$ cat src/rtl/rdi_pkg.sv
package rdi_pkg;
    localparam int NUM_CLS   = 3;
    localparam int CODE_W    = 3;

    typedef enum int unsigned {
        CLS_SRV  = 0,
        CLS_CONN = 1,
        CLS_PAY  = 2
    } rdi_cls_e;

    localparam logic [CODE_W-1:0] CODE_SRV_ENH  = 3'b101;
    localparam logic [CODE_W-1:0] CODE_SRV_OLD0 = 3'b100;
    localparam logic [CODE_W-1:0] CODE_SRV_OLD1 = 3'b111;
    localparam logic [CODE_W-1:0] CODE_CONN     = 3'b110;
    localparam logic [CODE_W-1:0] CODE_PAY      = 3'b010;

    // One bit per class; at most one bit is set for any code.
    function automatic logic [NUM_CLS-1:0] classify(input logic [CODE_W-1:0] code);
        logic [NUM_CLS-1:0] m;
        m = '0;
        unique case (code)
            CODE_SRV_ENH, CODE_SRV_OLD0, CODE_SRV_OLD1: m[CLS_SRV]  = 1'b1;
            CODE_CONN:                                  m[CLS_CONN] = 1'b1;
            CODE_PAY:                                   m[CLS_PAY]  = 1'b1;
            default:                                    m = '0;
        endcase
        return m;
    endfunction
endpackage

$ cat src/rtl/rdi_code_classifier.sv
module rdi_code_classifier
    import rdi_pkg::*;
(
    input  logic [CODE_W-1:0]  code_i,
    input  logic               vld_i,
    output logic [NUM_CLS-1:0] match_o,
    output logic               vld_o
);
    always_comb begin
        match_o = classify(code_i);
        vld_o   = vld_i;
    end
endmodule

$ cat src/rtl/rdi_persist_filter.sv
module rdi_persist_filter #(
    parameter int PERSIST = 10
) (
    input  logic clk,
    input  logic rst_n,
    input  logic vld_i,
    input  logic match_i,
    output logic flag_o
);
    localparam int CW = (PERSIST > 1) ? $clog2(PERSIST) : 1;
    localparam logic [CW-1:0] LAST = CW'(PERSIST - 1);

    typedef struct packed {
        logic          flag;
        logic [CW-1:0] run;
    } filt_t;

    filt_t st_d, st_q;

    always_comb begin
        st_d = st_q;
        if (vld_i) begin
            if (match_i != st_q.flag) begin
                if (st_q.run == LAST) begin
                    st_d.flag = ~st_q.flag;
                    st_d.run  = '0;
                end else begin
                    st_d.run = st_q.run + 1'b1;
                end
            end else begin
                st_d.run = '0;
            end
        end
    end

    always_ff @(posedge clk or negedge rst_n) begin
        if (!rst_n) st_q <= '0;
        else        st_q <= st_d;
    end

    assign flag_o = st_q.flag;
endmodule

$ cat src/rtl/rdi_defect_detector.sv
module rdi_defect_detector
    import rdi_pkg::*;
#(
    parameter int PERSIST = 10
) (
    input  logic       clk,
    input  logic       rst_n,
    input  logic       frame_vld,
    input  logic [2:0] path_code,
    output logic       srv_defect,
    output logic       conn_defect,
    output logic       pay_defect
);
    logic [NUM_CLS-1:0] match;
    logic [NUM_CLS-1:0] flags;
    logic               vld;

    rdi_code_classifier u_cls (
        .code_i  (path_code),
        .vld_i   (frame_vld),
        .match_o (match),
        .vld_o   (vld)
    );

    for (genvar g = 0; g < NUM_CLS; g++) begin : g_filt
        rdi_persist_filter #(.PERSIST(PERSIST)) u_filt (
            .clk     (clk),
            .rst_n   (rst_n),
            .vld_i   (vld),
            .match_i (match[g]),
            .flag_o  (flags[g])
        );
    end

    assign srv_defect  = flags[CLS_SRV];
    assign conn_defect = flags[CLS_CONN];
    assign pay_defect  = flags[CLS_PAY];
endmodule

$ cat config.mk
export PLATFORM = sky130hd
export DESIGN_NAME = rdi_defect_detector
export DESIGN_NICKNAME = d
export VERILOG_FILES = /design/src/rtl/rdi_pkg.sv /design/src/rtl/rdi_code_classifier.sv /design/src/rtl/rdi_persist_filter.sv /design/src/rtl/rdi_defect_detector.sv
export SDC_FILE = /design/constraint.sdc
export NUM_CORES = 1
export LEC_CHECK = 0
export ABC_AREA = 1
export BUFFER_PORTS_ARGS = -buffer_cell sky130_fd_sc_hd__buf_2
export CAP_MARGIN = 15
export CORE_MARGIN = 5
export CORE_UTILIZATION = 56
export CTS_CLUSTER_DIAMETER = 150
export CTS_CLUSTER_SIZE = 20
export DETAILED_ROUTE_END_ITERATION = 10
export PLACE_DENSITY = 0.76
export SYNTH_ARGS = -nofsm -noshare
export SYNTH_HDL_FRONTEND = slang
export SYNTH_SLANG_ARGS = --single-unit
$ cat constraint.sdc
create_clock -name clk -period 2.75 [get_ports clk]
set_clock_uncertainty 0.1 [all_clocks]
set_input_delay 0.275 -clock clk [delete_from_list [all_inputs] [get_ports clk]]
set_output_delay 0.275 -clock clk [all_outputs]
set_load 0.005 [all_outputs]
# After elaboration in Yosys (flattened, before gate mapping)
# Index checks and enable logic that the tools add are counted.
# totals
ff_bits	15
input_bits	6
output_inout_bits	3
elab_cells	36
# op_classes
n_addsub	3
n_eq_ne	11
muxes	9
n_bitwise	3
n_reduce_logical	4
# ops
cell	n
$mux 4	6
$add 4x1->4 const B	3
$eq 3x3->1 const B	4
$eq 4x4->1 const B	3
$reduce_and 3->1	3
$eq 3x2->1 const B	1
$mux 1	3
$ne 1x1->1	3
$not 1->1	3
$reduce_or 3->1	1

# Longest topological paths before layout
# Gate-level depths: netlist (run 1).
# logic_depth
depth_word	5
ltp_mapped	7
ltp_nobuf	7

# Cells and area by module
# From an unflattened synthesis (run 1), not the netlist that was laid out.
# unflattened
cells_unflattened	133
area_unflattened_um2	939.7
# modules_own_cells
mod	n_inst	cells_each	area_per_inst_um2	seq_area_each_um2
rdi_persist_filter	3	42	302.8	125.1
rdi_code_classifier	1	7	31.3	0.0

# Least setup slack after synthesis (run 1)
# Ideal clock, no wire load.
# synth_timing
kind	reg2reg
startpoint	register g_filt[1].u_filt.st_q[0] (netlist name)
endpoint	register g_filt[1].u_filt.st_q[1] (netlist name)
setup_ps	84
t_arrival_ps	948
required_ps	2566
slack_ps	1618
stages_incl_launch_ff	5
n_path_buf	0
synth_period_minus_slack_ps	1132
path_cell_list	dfrtp_1 ha_1 nand3b_1 nand3_1 a21boi_0
# synth_between
elab_chain_cells	3
elab_cells_between_ends	4
classes_between	add/sub (1); eq/ne (1); mux (2)
# synth_rtl
item	line	source
from (decl)	rdi_persist_filter.sv:18	filt_t st_d, st_q;
from (signal assigned)	rdi_persist_filter.sv:38	else st_q <= st_d;
$add 4x1->4 / $eq 4x4->1 (equally long branches)	rdi_persist_filter.sv:28, rdi_persist_filter.sv:24	
$mux 4 (*)	rdi_persist_filter.sv:24	if (st_q.run == LAST) begin
$mux 4 (*)	rdi_persist_filter.sv:23	if (match_i != st_q.flag) begin
# Mark *: on every way between the ends. The rest lies on a longest branch, timed or not.
# A chain may end at the register's enable or synchronous reset.

# Worst setup path after layout (run 1)
# layout_timing
startpoint	register g_filt[0].u_filt.st_q[0] (netlist name)
endpoint	register g_filt[0].u_filt.st_q[0] (netlist name)
# layout_between
elab_chain_cells	3
elab_cells_between_ends	4
classes_between	add/sub (1); eq/ne (1); mux (2)
# layout_rtl
item	line
from (decl)	rdi_persist_filter.sv:18
from (signal assigned)	rdi_persist_filter.sv:38
$add 4x1->4 / $eq 4x4->1 (equally long branches)	rdi_persist_filter.sv:28, rdi_persist_filter.sv:24
$mux 4 (*)	rdi_persist_filter.sv:24
$mux 4 (*)	rdi_persist_filter.sv:23
# Marked as above.

==> results of run 1 <==
repair_timing:
| item | CTS | global route |
|---|---|---|
| hold buffers | 1 | 0 |
| setup endpoints to repair | 0 | 0 |
| endpoints found under the hold margin | 15 | 0 |
final timing paths:
kind / start / to / slack, ps / cells after the start
max reg2reg: g_filt[0].u_filt.st_q[0] / g_filt[0].u_filt.st_q[0] / 1460 / 4
min: frame_vld / g_filt[2].u_filt.st_q[3] / 240 / 2
min reg2reg: g_filt[0].u_filt.flag_o / g_filt[0].u_filt.flag_o / 450 / 2
max: g_filt[0].u_filt.st_q[0] / g_filt[0].u_filt.st_q[0] / 1460 / 4
max in group asynchronous: rst_n / g_filt[0].u_filt.flag_o / 1970 / 2
min in group asynchronous: rst_n / g_filt[0].u_filt.st_q[3] / 320 / 2
power breakdown:
part	total (mW)	switching [mW]	internal (mW)
combinational	0.150	0.0810	0.0694
clock	0.123	0.0690	0.0540
sequential	0.313	0.0474	0.266
total	0.587	0.197	0.389
worst max-delay path, delay by kind of cell (launching register included):
kind	cells	cell delay (ps)
flip-flops	1	430
AND/OR/NAND/NOR	2	260
adder cells (fa/ha/maj)	1	210
AO/OA/AOI/OAI	1	210
layout make-up:
cell class / instances / share of cell area [%]
Tap cell: 16 / 2.11
Clock inverter: 1 / 0.528
Clock buffer: 3 / 2.37
Timing Repair Buffer: 9 / 5.28
Multi-Input combinational cell: 76 / 45.0
Sequential cell: 15 / 39.6
Inverter: 13 / 5.15
routing by layer:
metal / routed length, µm / vias to the layer above / global-route usage (%)
li1: - / 370 / -
met1: 731 / 318 / 19.2
met2: 672 / 17 / 20.1
met3: 100 / 2 / 5.72
met4: 17 / 0 / 3.93
met5: 0 / - / 0
synthesized netlist by cell type:
cell	number
or2_0	2
o21ai_1	5
nand4_1	2
or2_1	1
nand3_1	9
ha_1	6
nand2_1	23
inv_1	12
buf_4	1
dfrtp_1	15
inv_2	1
a21boi_0	2
o21bai_1	3
a21oi_1	7
xor2_1	3
o21ai_0	4
nand3b_1	3
buf_6	2
nor2_1	6
kinds of logic after synthesis:
group	synth area share, %
AND/OR/NAND/NOR	23.6
AO/OA/AOI/OAI	13.4
buffers and inverters	8.95
flip-flops	42.6
adder cells (fa/ha/maj)	8.52
XOR/XNOR	2.98
state kept, by name, indices dropped and copies added, names as in the netlist:
| name | cells |
|---|---|
| g_filt.u_filt.flag_o | 3 |
| g_filt.u_filt.st_q | 12 |
==> flow_summary.toml, run 1 <==
[layout]
layout_commonest_cell = "nand2_1"
multi_input_area_um2 = 427
finalInstanceArea_um2 = 948
layout.nets = 130
drive_gt1_share_pct = 11.1
final_core_util_pct = 63.0
synthToLayoutAreaGrowth_pct = 7.67
final_cells = 133
antennaDiodeCount = 0
seq_area_um2 = 375
layout_common_cells = "nand2_1 (23), dfrtp_1 (15), inv_1 (12)"
n_fill_cell = 142

[power]
power_density_nw_per_um2 = 619
ir_drop_v = 0.000327
p_leak_nw = 0.471
finalPower_uw = 587

[floorplanning]
core-area_um2 = 1510
io-pin-count = 9
start_util_pct = 58.5
die_h_um = 49.7
die_area_um2 = 2470
fp.dieW_um = 49.7
row_count = 14

[timing]
worst_slack_ps = 1460
timing.hold.ws_ps = 245
finalHoldViolCount = 0
period_share_pct = 47.0
relSlewSlack_pct = 77.4
max_freq_mhz = 773
tightestPinTransition_ps = 338
fin_setup_tns_ps = 0
rsz0062_at_grt = "no"
setup_viol = 0
period_needed_ps = 1290
drv_slew = 0

[worst_setup_path]
required_ps = 2850
worstPathMaxFanout = 5
arrival_ps = 1390
crit_type = "reg2reg"
end_kind = "flip-flop"
cpPeakStageDelay_ps = 430
cp-start-kind = "flip-flop"
critPathSlowestCell = "dfrtp_1"
path_cells = "ha_1 > nand3b_1 > nand3_1 > o21ai_0"

[drt]
vias = 707
post_drt_wl_per_cell_um = 11.4
drt_iter0_markers = 9
drc_errors = 0
drt-vias-per-instance = 5.32
dr.pass1.iters = 4
postRouteAntennaNets = 0
wirelength_um = 1520

[placed_design]
gp_congestion = 0.778
dp_slack_ps = 1430
placed_area_um2 = 911
dp.cells = 128
dpl.hpwl_um = 1120
port_buffers = 8

[logic_synthesis]
synth_fp_nets = 119
synth_area_um2 = 881
synth_seq_area_share_pct = 42.6
ys_warn_count = 0
ys_types = 19
synth_top_area_share_pct = 42.6
yosys.area.top_type = "dfrtp_1"
syn_avg_cell_area_um2 = 8.23
synth.area.top_cells = "dfrtp_1 (43%), nand2_1 (9.8%), ha_1 (8.5%)"
ys_ff_latch = 15
synth_cells = 107

[cts]
clkLatencyLatePin_ps = 280
cts_made_buffers = 3
htreeDepth = 1
cts_tree = "done"
clkSinkCount = 15
cts.reportedPaths.clkPinSlew_ps = 90
cts_resized = 0
cts_buffer_depth = 2
post-cts-setup-buffers = 0
root_buffer = "clkbuf_4"

[global_route]
grt_pass1_wl_um = 2740
grt_max_degree = 22
grt_use_total_pct = 14.0
grt_overflow = 0
grt_pass1_vias = 634
grt_antenna_before_repair = 0

[run]
cap_violations = 0

[status]
status = "finished, final reports clean"

[worst_hold_path]
hold_class = "in2reg"
Note: power is estimated with default switching activity, not from simulation.
==> inputs of run 2 (changes only) <==
- CORE_UTILIZATION: 56 -> 50
- PLACE_DENSITY: 0.76 -> 0.72
- clock period: 2.75 -> 1.13 ns (I/O delays scaled with it)
==> flow_summary.toml, run 2 (synthesis results as in run 1) <==
[status]
status = "finished, violations left"
violations = "setup timing"

[floorplanning]
die_h_um = 52.0
row_count = 15
fp.dieW_um = 52.0
io-pin-count = 9
die_area_um2 = 2700
start_util_pct = 51.6
core-area_um2 = 1710

[cts]
root_buffer = "clkbuf_4"
cts_buffer_depth = 2
clkLatencyLatePin_ps = 280
cts_tree = "done"
cts.reportedPaths.clkPinSlew_ps = 90
clkSinkCount = 15
cts_made_buffers = 3
htreeDepth = 1

[layout]
final_cells = 152
top_register = "g_filt.u_filt.st_q"
synthToLayoutAreaGrowth_pct = 26.4
layout_common_cells = "nand2_1 (23), dfrtp_1 (15), inv_1 (12)"
largest_register_ffs = 12
antennaDiodeCount = 0
layout.nets = 140
layout_commonest_cell = "nand2_1"
drive_gt1_share_pct = 30.7

[power]
power_frac_seq_pct = 43.2
internal-power_mw = 1.10
p_comb_share_pct = 38.3
ir_drop_v = 0.000688
pwr-share-clk_pct = 18.5
p_leak_nw = 0.532
p_switching_uw = 574
power_density_nw_per_um2 = 1510
sw_frac_of_total_pct = 34.2
finalPower_mw = 1.68

[global_route]
grt_overflow = 0
grt_pass1_vias = 737
grt_pass1_wl_um = 3040
grt_max_degree = 22
grt_antenna_before_repair = 0
grt_use_total_pct = 15.0

[worst_setup_path]
end_kind = "flip-flop"
rr_worst_depth = 7
critPathSlowestCell = "dfrtp_1"
r2r-start = "g_filt[1].u_filt.st_q[1]"
crit_top_cell = "inv_1"
cpPeakStageDelay_ps = 390
required_ps = 1210
worstPathMaxFanout = 2
crit_type = "reg2reg"
worstSetupStartpoint = "g_filt[1].u_filt.st_q[1]"
arrival_ps = 1310
cp-start-kind = "flip-flop"
path_cells = "inv_1 > ha_1 > nand3b_1 > nor2_1 > nand2_1 > o21ai_0 > inv_1"

[timing]
period_needed_ps = 1230
rsz0062_at_grt = "yes"
worst_slack_ps = -96.7
max_freq_mhz = 815
relSlewSlack_pct = 77.3
finalHoldViolCount = 0
drv_slew = 0
tightestPinTransition_ps = 340
setup_viol = 15
period_share_pct = 109

[drt]
drt_iter0_markers = 9
vias = 762
post_drt_wl_per_cell_um = 11.3
drc_errors = 0
dr.pass1.iters = 4
wirelength_um = 1720
drt-vias-per-instance = 5.01
postRouteAntennaNets = 0

[worst_hold_path]
min_from = "path_code[2]"
hold_path_depth = 5
hold_class = "in2reg"

[placed_design]
port_buffers = 8
dp_slack_ps = -115
dp.cells = 143
dpl.hpwl_um = 1170
gp_congestion = 0.777

[run]
cap_violations = 0
==> run 2: cell count changes in the layout (fill, tap and decap cells not counted), sizes merged <==
cell	change
clkbuf	+1
buf	+10
clkinv	-1
==> run 2: path summary, 6_finish.rpt <==
check                                      endpoint  slack (ps)
max reg2reg                 g_filt[1].u_filt.flag_o        -100
min reg2reg                g_filt[2].u_filt.st_q[3]         460
max in group asynchronous  g_filt[1].u_filt.st_q[0]         530
max                         g_filt[1].u_filt.flag_o        -100
min                         g_filt[0].u_filt.flag_o         110
min in group asynchronous  g_filt[2].u_filt.st_q[3]         160
==> run 2: per-layer routing <==
layer,wire length [µm],GRT usage [%]
met4,46,5.24
met2,786,23.6
met1,815,19.8
met3,69,3.72
met5,0,0
==> run 2: layout make-up <==
cell class              instances  area (µm²)
inverters                      13        48.8
clock buffers                   4        26.3
repair buffers                 19         133
well taps                      25        31.3
multi-input cells              76         499
fillers                       140         594
flip-flops and latches         15         375
==> run 2: through the flow <==
step / setup TNS, ps / instance area [µm²] / util [%] / hold WS [ps]
3_3_place_gp: -554 / 967 / 56.6 / -59.9
6_report: -1050 / 1110 / 65.2 / 108
2_1_floorplan: 0 / 881 / - / -283
3_5_place_dp: -1250 / 967 / 56.6 / -62.7
4_1_cts: -769 / 1090 / 63.6 / 106
5_1_grt: -2070 / 1110 / 65.2 / 146
==> run 2: power groups by stage <==
stage,clock [mW],sequential (mW),combinational [mW]
after CTS,0.324,0.724,0.613
after floorplan,0,0.751,0.268
final,0.310,0.725,0.643
after global routing,0.344,0.743,0.721
after detailed placement,0,0.743,0.487
after global placement,0,0.738,0.467
==> run 2: what timing repair did <==
action | in CTS | in global routing
hold buffers | 1 | 0
endpoints found under the setup margin | 15 | 15
endpoints found under the hold margin | 15 | 0
setup buffers | 4 | 0
pin swaps | 9 | 5
resized for setup | 14 | 8
==> run 2: worst max-delay path, delay by kind of cell, from the launching register on <==
kind | cells | cell delay (ps)
flops | 1 | 390
simple gates | 3 | 320
fa+ha+maj | 1 | 140
buf+inv | 2 | 110
compound gates | 1 | 60
